**config.mk**
```make
export PLATFORM = sky130hd
export DESIGN_NAME = mc_ctrl_fsm
export DESIGN_NICKNAME = d
export VERILOG_FILES = /design/src/rtl/mcf_pkg.sv /design/src/rtl/mcf_state_reg.sv /design/src/rtl/mcf_next_table.sv /design/src/rtl/mcf_out_table.sv /design/src/rtl/mc_ctrl_fsm.sv
export SDC_FILE = /design/constraint.sdc
export NUM_CORES = 1
export LEC_CHECK = 0
export BUFFER_PORTS_ARGS = -buffer_cell sky130_fd_sc_hd__buf_4
export CORE_AREA = 8 8 45 47
export CTS_BUF_LIST = sky130_fd_sc_hd__clkbuf_4
export DETAILED_ROUTE_END_ITERATION = 8
export DIE_AREA = 0 0 53 55
export GPL_ROUTABILITY_DRIVEN = 0
export SYNTH_ARGS = -nofsm -noshare
export SYNTH_HDL_FRONTEND = slang
export SYNTH_SLANG_ARGS = --single-unit
```
**constraint.sdc**
```tcl
create_clock -name clk -period 1.45 [get_ports clk]
set_input_delay 0.145 -clock clk [delete_from_list [all_inputs] [get_ports clk]]
set_output_delay 0.145 -clock clk [all_outputs]
set_load 0.01 [all_outputs]
```
**src/rtl/mcf_pkg.sv**
```systemverilog
// Shared widths, state codes, opcodes and the control word layout for the
// multicycle control sequencer. Assumes a fixed 6-bit opcode field.
package mcf_pkg;
    localparam int STATE_W     = 4;
    localparam int OPC_W       = 6;
    localparam int TABLE_DEPTH = 1 << STATE_W;

    typedef logic [STATE_W-1:0] state_t;
    typedef logic [OPC_W-1:0]   opc_t;

    localparam state_t ST_FETCH  = 4'd0;
    localparam state_t ST_DECODE = 4'd1;
    localparam state_t ST_MADDR  = 4'd2;
    localparam state_t ST_LDMEM  = 4'd3;
    localparam state_t ST_LDWB   = 4'd4;
    localparam state_t ST_STMEM  = 4'd5;
    localparam state_t ST_EXEC   = 4'd6;
    localparam state_t ST_RDONE  = 4'd7;
    localparam state_t ST_BRANCH = 4'd8;
    localparam state_t ST_JUMP   = 4'd9;
    localparam state_t ST_LAST   = ST_JUMP;

    localparam opc_t OP_RTYPE = 6'h00;
    localparam opc_t OP_JMP   = 6'h02;
    localparam opc_t OP_BEQ   = 6'h04;
    localparam opc_t OP_LOAD  = 6'h23;
    localparam opc_t OP_STORE = 6'h2B;

    typedef struct packed {
        logic       pc_wr;
        logic       pc_wr_cond;
        logic       addr_sel;
        logic       mem_rd;
        logic       mem_wr;
        logic       ir_wr;
        logic       wb_sel;
        logic [1:0] pc_sel;
        logic [1:0] alu_op;
        logic [1:0] alu_b;
        logic       alu_a;
        logic       reg_wr;
        logic       dst_sel;
    } ctrl_t;

    localparam int CTRL_W = $bits(ctrl_t);
endpackage

```
**src/rtl/mcf_state_reg.sv**
```systemverilog
// Current-state register. Assumes a synchronous active-low reset that
// forces the fetch state.
module mcf_state_reg
    import mcf_pkg::*;
(
    input  logic   clk,
    input  logic   rst_n,
    input  state_t nxt,
    output state_t cur
);
    // Hold the state; load fetch on reset, else the next-state table output.
    always_ff @(posedge clk) begin
        if (!rst_n) cur <= ST_FETCH;
        else        cur <= nxt;
    end


    reset_to_fetch_chk: assert property (@(posedge clk) !rst_n |=> cur == ST_FETCH);
endmodule

```
**src/rtl/mcf_next_table.sv**
```systemverilog
// Next-state table indexed by current state and opcode. Unused state codes
// and unrecognised opcodes lead back to fetch. Assumes the opcode is stable
// from decode to instruction completion.
module mcf_next_table
    import mcf_pkg::*;
(
    input  state_t cur,
    input  opc_t   opc,
    output state_t nxt
);
    // Two-level lookup: state selects the row, opcode picks within dispatch rows.
    always_comb begin
        nxt = ST_FETCH;
        case (cur)
            ST_FETCH:  nxt = ST_DECODE;
            ST_DECODE: begin
                case (opc)
                    OP_LOAD, OP_STORE: nxt = ST_MADDR;
                    OP_RTYPE:          nxt = ST_EXEC;
                    OP_BEQ:            nxt = ST_BRANCH;
                    OP_JMP:            nxt = ST_JUMP;
                    default:           nxt = ST_FETCH;
                endcase
            end
            ST_MADDR: begin
                case (opc)
                    OP_LOAD:  nxt = ST_LDMEM;
                    OP_STORE: nxt = ST_STMEM;
                    default:  nxt = ST_FETCH;
                endcase
            end
            ST_LDMEM:  nxt = ST_LDWB;
            ST_EXEC:   nxt = ST_RDONE;
            default:   nxt = ST_FETCH;
        endcase
    end
endmodule

```
**src/rtl/mcf_out_table.sv**
```systemverilog
// State-only output table: one control word per state code, built at
// elaboration. Unnamed controls and unused codes read as zero.
module mcf_out_table
    import mcf_pkg::*;
(
    input  state_t cur,
    output ctrl_t  ctrl
);
    // Control word for one state code.
    function automatic ctrl_t word_for(state_t s);
        ctrl_t w;
        w = '0;
        case (s)
            ST_FETCH:  begin w.pc_wr = 1'b1; w.mem_rd = 1'b1; w.ir_wr = 1'b1; w.alu_b = 2'b01; end
            ST_DECODE: begin w.alu_b = 2'b11; end
            ST_MADDR:  begin w.alu_a = 1'b1; w.alu_b = 2'b10; end
            ST_LDMEM:  begin w.mem_rd = 1'b1; w.addr_sel = 1'b1; end
            ST_LDWB:   begin w.reg_wr = 1'b1; w.wb_sel = 1'b1; end
            ST_STMEM:  begin w.mem_wr = 1'b1; w.addr_sel = 1'b1; end
            ST_EXEC:   begin w.alu_a = 1'b1; w.alu_op = 2'b10; end
            ST_RDONE:  begin w.reg_wr = 1'b1; w.dst_sel = 1'b1; end
            ST_BRANCH: begin w.alu_a = 1'b1; w.alu_op = 2'b01; w.pc_wr_cond = 1'b1; w.pc_sel = 2'b01; end
            ST_JUMP:   begin w.pc_wr = 1'b1; w.pc_sel = 2'b10; end
            default:   w = '0;
        endcase
        return w;
    endfunction

    logic [CTRL_W-1:0] rom [TABLE_DEPTH];

    for (genvar g = 0; g < TABLE_DEPTH; g++) begin : g_row
        assign rom[g] = word_for(state_t'(g));
    end

    // Read the word for the current state.
    assign ctrl = ctrl_t'(rom[cur]);
endmodule

```
**src/rtl/mc_ctrl_fsm.sv**
```systemverilog
// Moore control sequencer for a multicycle load/store datapath. Controls
// come from the state alone; only the next state looks at the opcode.
// Assumes the instruction register holds the opcode steady per instruction.
module mc_ctrl_fsm
    import mcf_pkg::*;
(
    input  logic       clk,
    input  logic       rst_n,
    input  logic [5:0] opcode,
    output logic       pc_wr,
    output logic       pc_wr_cond,
    output logic       addr_sel,
    output logic       mem_rd,
    output logic       mem_wr,
    output logic       ir_wr,
    output logic       wb_sel,
    output logic [1:0] pc_sel,
    output logic [1:0] alu_op,
    output logic [1:0] alu_b,
    output logic       alu_a,
    output logic       reg_wr,
    output logic       dst_sel,
    output logic [3:0] state_q
);
    state_t cur;
    state_t nxt;
    ctrl_t  ctrl;

    mcf_state_reg u_state (.clk(clk), .rst_n(rst_n), .nxt(nxt), .cur(cur));
    mcf_next_table u_next (.cur(cur), .opc(opcode), .nxt(nxt));
    mcf_out_table u_out (.cur(cur), .ctrl(ctrl));

    // Fan the control word out to the datapath pins.
    assign pc_wr      = ctrl.pc_wr;
    assign pc_wr_cond = ctrl.pc_wr_cond;
    assign addr_sel   = ctrl.addr_sel;
    assign mem_rd     = ctrl.mem_rd;
    assign mem_wr     = ctrl.mem_wr;
    assign ir_wr      = ctrl.ir_wr;
    assign wb_sel     = ctrl.wb_sel;
    assign pc_sel     = ctrl.pc_sel;
    assign alu_op     = ctrl.alu_op;
    assign alu_b      = ctrl.alu_b;
    assign alu_a      = ctrl.alu_a;
    assign reg_wr     = ctrl.reg_wr;
    assign dst_sel    = ctrl.dst_sel;
    assign state_q    = cur;


    fetch_to_decode_chk: assert property (@(posedge clk) disable iff (!rst_n)
        cur == ST_FETCH |=> cur == ST_DECODE);


    unknown_op_chk: assert property (@(posedge clk) disable iff (!rst_n)
        (cur == ST_DECODE && opcode != OP_LOAD && opcode != OP_STORE && opcode != OP_RTYPE
         && opcode != OP_BEQ && opcode != OP_JMP) |=> (cur == ST_FETCH && ir_wr));


    mem_excl_chk: assert property (@(posedge clk) disable iff (!rst_n) !(mem_rd && mem_wr));


    regwr_source_chk: assert property (@(posedge clk) disable iff (!rst_n)
        reg_wr |-> ($past(cur) == ST_LDMEM || $past(cur) == ST_EXEC));


    branch_return_chk: assert property (@(posedge clk) disable iff (!rst_n)
        pc_wr_cond |=> (cur == ST_FETCH && !pc_wr_cond));


    jump_dispatch_chk: assert property (@(posedge clk) disable iff (!rst_n)
        (cur == ST_DECODE && opcode == OP_JMP) |=> (pc_wr && pc_sel == 2'b10));


    state_range_chk: assert property (@(posedge clk) disable iff (!rst_n) cur <= ST_LAST);
endmodule

```
Word-level counts from Yosys, hierarchy flattened:

Memory sizes are Yosys's and may differ from the RTL's.
Cells that the tools add are included.

* $lt $le $gt $ge: 1
* equality and inequality tests: 8
* mux-type cells: 5
* bitwise operators: 1
* reduce and logical (&&, ||, !) cells: 3

Operator list (number)
* two-way mux 16 bit: 2
* one-hot mux 4 bit (5 select lines): 1
* one-hot mux 4 bit (4 select lines): 1
* equality test 6 bit (second input constant): 2
* equality test 4 x 2 -> 1 bit (second input constant): 2
* equality test 6 x 2 -> 1 bit (second input constant): 1
* equality test 6 x 3 -> 1 bit (second input constant): 1
* logical NOT 6 bit: 1
* one-hot mux 3 bit (2 select lines): 1
* greater-or-equal comparator 5 bit (second input constant): 1
* NOT 4 -> 5 bit: 1
* equality test 4 x 1 -> 1 bit (second input constant): 1
* equality test 4 x 3 -> 1 bit (second input constant): 1
* logical NOT 4 bit: 1
* OR reduction 2 bit: 1

* flip-flop bits (word level): 4
* ROM bits: 256
* input bits: 8
* output and inout port bits: 20
* logic and storage cells: 20
* memories kept: 1

Memory list
* (no name shown): depth 16, width 16, rd ports 1, clocked after Yosys merged registers in 0, write ports 0, RTL line mcf_out_table.sv:36 `assign ctrl = ctrl_t'(rom[cur]);`

Depth between registers and ports, before layout:

* word-level depth: 4
* gate-level depth with buffers: 6
* mapped depth without buffers: 6

By module:

From an unflattened synthesis, not the netlist that was laid out.

* cells, all modules: 65
* area, all modules: 493.0 um2

Modules (own cells, without submodules)
* mcf_out_table: instances 1, cells an instance 31, area an instance 202.7 um2, sequential area each 0.0 um2
* mcf_next_table: instances 1, cells an instance 26, area an instance 185.2 um2, sequential area each 0.0 um2
* mcf_state_reg: instances 1, cells an instance 8, area an instance 105.1 um2, sequential area each 80.1 um2

Least setup slack after synthesis:

Ideal clock, no wire load.

* path kind: flip-flop to output port
* start: register u_state.cur[1]
* end: output pc_wr
* arrival: 1.279 ns
* required time: 1.305 ns
* setup slack: 0.026 ns
* cell stages (with the launch flop): 5
* buffers on the path: 0
* cell sequence: dfxtp_1 -> inv_1 -> ha_1 -> and3b_2 -> or2_2

* longest elaborated chain between the ends: 4

RTL lines
* from (decl): RTL line mcf_state_reg.sv:9 `output state_t cur`
* from (signal assigned): RTL line mcf_state_reg.sv:14 `else cur <= nxt;`
* NOT 4 -> 5 bit (not written as such): RTL line mcf_out_table.sv:36
* memory read (16 x 16 bit)
* two-way mux 16 bit (not written as such) (2 in series): RTL line mcf_out_table.sv:36
* to (decl): RTL line mc_ctrl_fsm.sv:10 `output logic pc_wr,`

Every way passes these cells. The select of a mux whose other input is x is not followed.

Worst setup path in the final report:

* start: register u_state.cur[0]
* end: output addr_sel

* longest elaborated chain between the ends: 4

RTL lines
* NOT 4 -> 5 bit (not written as such): RTL line mcf_out_table.sv:36
* memory read (16 x 16 bit)
* two-way mux 16 bit (not written as such) (2 in series): RTL line mcf_out_table.sv:36
* to (decl): RTL line mc_ctrl_fsm.sv:12 `output logic addr_sel,`

Every way passes these cells. The select of a mux whose other input is x is not followed.

==> flow_results.org <==
** Worst setup path
- Number of buffer and inverter instances along the worst setup path :: 3
- For the worst setup path, the data required time is around 1.3 ns.
- Kind of capture point of the worst setup path :: output pin
- On the critical path the largest part of the delay comes from buffers and inverters.
- For this design, the slowest cell found on the critical path is sky130_fd_sc_hd__dfxtp_4.
- Worst path cell trace :: buf_6, ha_4, buf_4, a21o_4, buf_6
- Type of the worst setup path :: register to output pin
- By instance count, the cell type seen most on the critical path is sky130_fd_sc_hd__buf_6.
- Biggest fanout along the worst timing path :: 3
- On the worst path, the slowest cell contributes a delay of 0.36 ns.
- The worst setup path is launched from a register.
- Arrival time worst endpoint :: 1.33 ns

** STA
- Setup slack on the critical path of the routed design comes to -0.02203 ns.
- Hold is met by a little under 0.2 ns.
- Shortest period the worst path allows :: between 1 and 1.5 ns
- For the pin with the worst max-slew slack, the measured transition is about 0.22 ns.
- Setup repair after global routing missed its margin :: true
- Setup violations remaining at the end of the flow were counted as 2.
- Across the routed clock network, the largest skew measured is roughly 0.0034 ns.
- Headroom to the max-slew limit came out at around 85%.
- Number of pins exceeding their max-slew limit in the final report :: 0
- Of the available clock period, the critical path in the final layout requires 101.5%.
- Highest Clock Rate :: just under 700 MHz
- The final hold violation count came to 0.

** Synth
- By area the synthesized netlist is led by sky130_fd_sc_hd__dfxtp_1 19%, sky130_fd_sc_hd__ha_1 12%, sky130_fd_sc_hd__nor3_1 6.0%, sky130_fd_sc_hd__and3b_2 4.8%, sky130_fd_sc_hd__and2_1 4.5%.
- Ys Warns :: 0
- Synth Flop Type :: sky130_fd_sc_hd__dfxtp_1
- After synthesis, the most frequently instantiated cells are 5 x sky130_fd_sc_hd__nor3_1, 4 x sky130_fd_sc_hd__dfxtp_1, 4 x sky130_fd_sc_hd__ha_1, 4 x sky130_fd_sc_hd__inv_1.
- Cell type contributing the most total cell area after synthesis :: sky130_fd_sc_hd__dfxtp_1
- Number of enable-type register cells in the synthesized netlist :: 0
- Share of the yosys chip area belonging to registers :: a little under a fifth
- Number of instances in the synthesized netlist :: slightly above 50
- Mean post-synth cell area :: 8.219 um^2
- Counting flops and latches in the post-synthesis netlist gives 4.
- Mapped Area :: approximately 420 um^2
- Post-synth ARST share :: 0%
- Post-synthesis cell type count :: 28
- Most frequently used cell type in the post-synthesis netlist :: sky130_fd_sc_hd__nor3_1
- When the netlist entered floorplanning its net count stood at 63.
- The synthesized design devotes to its leading area cell type a little under a fifth of total area.

** Global routing
- The first global-routing pass estimated between 2000 and 2500 um of wire.
- Via count of the first global-routing pass :: 494
- Pin count of the biggest net entering global routing :: 11
- Overflow left after global routing :: 0
- Overall fraction of global-route tracks in use :: between 10% and 20%
- The initial antenna violation count came to 0.

** Cells and area
- The area growth from synthesis to layout is 94.63%.
- The number of antenna diodes in the final layout is 0.
- Counting flops per register, the top entry is u_state.cur.
- Cells with a size suffix above 1 make up between 60 and 70% of the layout.
- Net total in the final layout :: just over 100
- Fill cell count :: between 100 and 150
- Excluding fillers, the count of instances in the completed layout stands at 104.
- Largest registers ranked by flip-flop count :: u_state.cur (4)
- Flip-flop count of the largest register after layout :: 4

** Drt
- Wire length after detailed routing :: between 1000 and 1500 um
- Via total after detailed routing :: slightly below 500
- Detailed Routing Iterations Pass 1 :: 2
- Using the TritonRoute via totals, the vias-per-cell ratio works out to 4.769.
- Average detailed-routed wire length per instance :: 14.17 um
- The detail route stage leaves a number of antenna-violating nets equal to 0.
- For this block, the initial DRC count from the detailed router was 2.
- Detailed-route DRC error count :: 0

** Clocking
- CTS tree :: done
- TritonCTS sink count :: 4
- Clock tree root buffer cell :: sky130_fd_sc_hd__clkbuf_4
- The longest clock path from root to sink contains 2 buffers.
- CTS built an H-tree with a depth of 1.
- After clock tree synthesis, the clock-pin slew on the worst setup and hold paths is 0.04 ns.
- TritonCTS Buffers :: 3
- Post-CTS Hold Buffers :: 0
- Clock latency on the worst-skew pair, taken at its later pin, is roughly 0.24 ns.

** Status
- Outcome :: finished, violations left
- Violated checks :: setup timing

** Floorplanning
- The floorplan step set the die width to approximately 53 um.
- The initial utilization of the core area, before any placement, comes to a little under a third.
- The die is between 50 and 60 um tall.
- Total number of placement rows :: 14
- Core area :: roughly 1400 um^2
- Overall die area :: about 2900 um^2
- I/O pin count :: 28

** Power and ir drop
- Worst IR drop on VDD :: slightly below 0.0003 V
- Summed over all cells, the static leakage comes to ~0.4 nW.
- Total power per unit cell area :: 555.2 nW/um^2
- Overall power consumption after layout is estimated at approximately 0.45 mW.

** Hold path
- In this run the worst hold path is classified as primary input to register.

** Place
- After legalization and detailed placement, the total HPWL measured 1148 um.
- Counting tap cells, the placed design contains a total of 97 instances.
- PortBufs :: 27

** Run
- Number of violations of the max-capacitance limit :: 0
area by class of cell:
type                       count  area (um^2)  area share [%]
timing repair buffer          36        292.8           35.89
multi-input combinational     41        370.4           45.40
inverter                       4        20.02           2.454
sequential                     4        90.09           11.04
clock buffer                   3        22.52           2.761
tap                           16        20.02           2.454
power breakdown:
part | total [mW] | internal (mW) | leakage (nW) | switching [mW]
logic | 0.192 | 0.114 | 0.359 | 0.0776
clock network | 0.138 | 0.0926 | 0.0138 | 0.0458
registers | 0.123 | 0.115 | 0.0349 | 0.00822
cells by family (layout without fill, tap and decap cells):
family,Yosys count,count (layout),share of synthesized area (%)
compound gates,10,10,15.52
xor+xnor,1,1,2.090
fa+ha+maj,4,4,11.94
buf+inv,6,43,7.162
flops,4,4,19.11
simple gates,26,26,44.18
timing repair:
action	in CTS	in global routing
setup endpoints to repair	5	11
gates resized for setup	23	5
pin swaps	5	1
setup buffers	4	0
path summary, 6_finish.rpt:
| path | start | to | slack [ns] | cells after the start |
|---|---|---|---|---|
| setup / recovery | u_state.cur[0] | addr_sel | -0.02 | 5 |
| hold / removal | opcode[2] | u_state.cur[3] | 0.19 | 3 |
| setup reg to reg | u_state.cur[1] | u_state.cur[0] | 0.06 | 7 |
| hold reg to reg | u_state.cur[3] | u_state.cur[3] | 0.62 | 3 |
worst reg2reg max path, delay by kind of cell (launching register included):
| kind | cells | cell delay, ns |
|---|---|---|
| compound gates | 1 | 0.13 |
| flops | 1 | 0.32 |
| buf+inv | 3 | 0.26 |
| fa+ha+maj | 1 | 0.13 |
| simple gates | 2 | 0.47 |
layer usage:
layer | track usage, % | routed length, um | up-vias | share of wire (%)
met5 | 0 | 0 | - | 0
met4 | 5.172 | 12 | 0 | 0.81
met3 | 3.209 | 139 | 2 | 9.4
met2 | 19.73 | 770 | 21 | 52
met1 | 9.878 | 551 | 223 | 37
li1 | - | - | 250 | -
placed cells by master, fill, tap and decap left out, types with 2 or more instances in the layout:
cell and n:
sky130_fd_sc_hd__o21bai_1 2, sky130_fd_sc_hd__dfxtp_4 2, sky130_fd_sc_hd__and2_4 2, sky130_fd_sc_hd__o21ai_0 3
sky130_fd_sc_hd__ha_4 3, sky130_fd_sc_hd__nor3_1 5, sky130_fd_sc_hd__inv_1 2, sky130_fd_sc_hd__a21oi_1 2
sky130_fd_sc_hd__and2_1 2, sky130_fd_sc_hd__inv_4 2, sky130_fd_sc_hd__buf_6 6, sky130_fd_sc_hd__buf_4 30
sky130_fd_sc_hd__nand2_1 2, sky130_fd_sc_hd__dfxtp_2 2, sky130_fd_sc_hd__clkbuf_4 3, sky130_fd_sc_hd__and3b_2 2
per-stage QoR:
step	TNS (ns)	utilization [%]	setup slack (ns)	cell area [um^2]
after floorplan	0	-	0.02648	419.2
after global placement	0	48.01	0.06437	664.4
after detailed placement	0	48.01	0.03967	664.4
after CTS	-0.03837	57.14	-0.02369	790.8
after global routing	-0.1975	58.95	-0.06066	815.8
final	-0.03001	58.95	-0.02203	815.8
No activity file was read; power rests on OpenSTA's default activity.
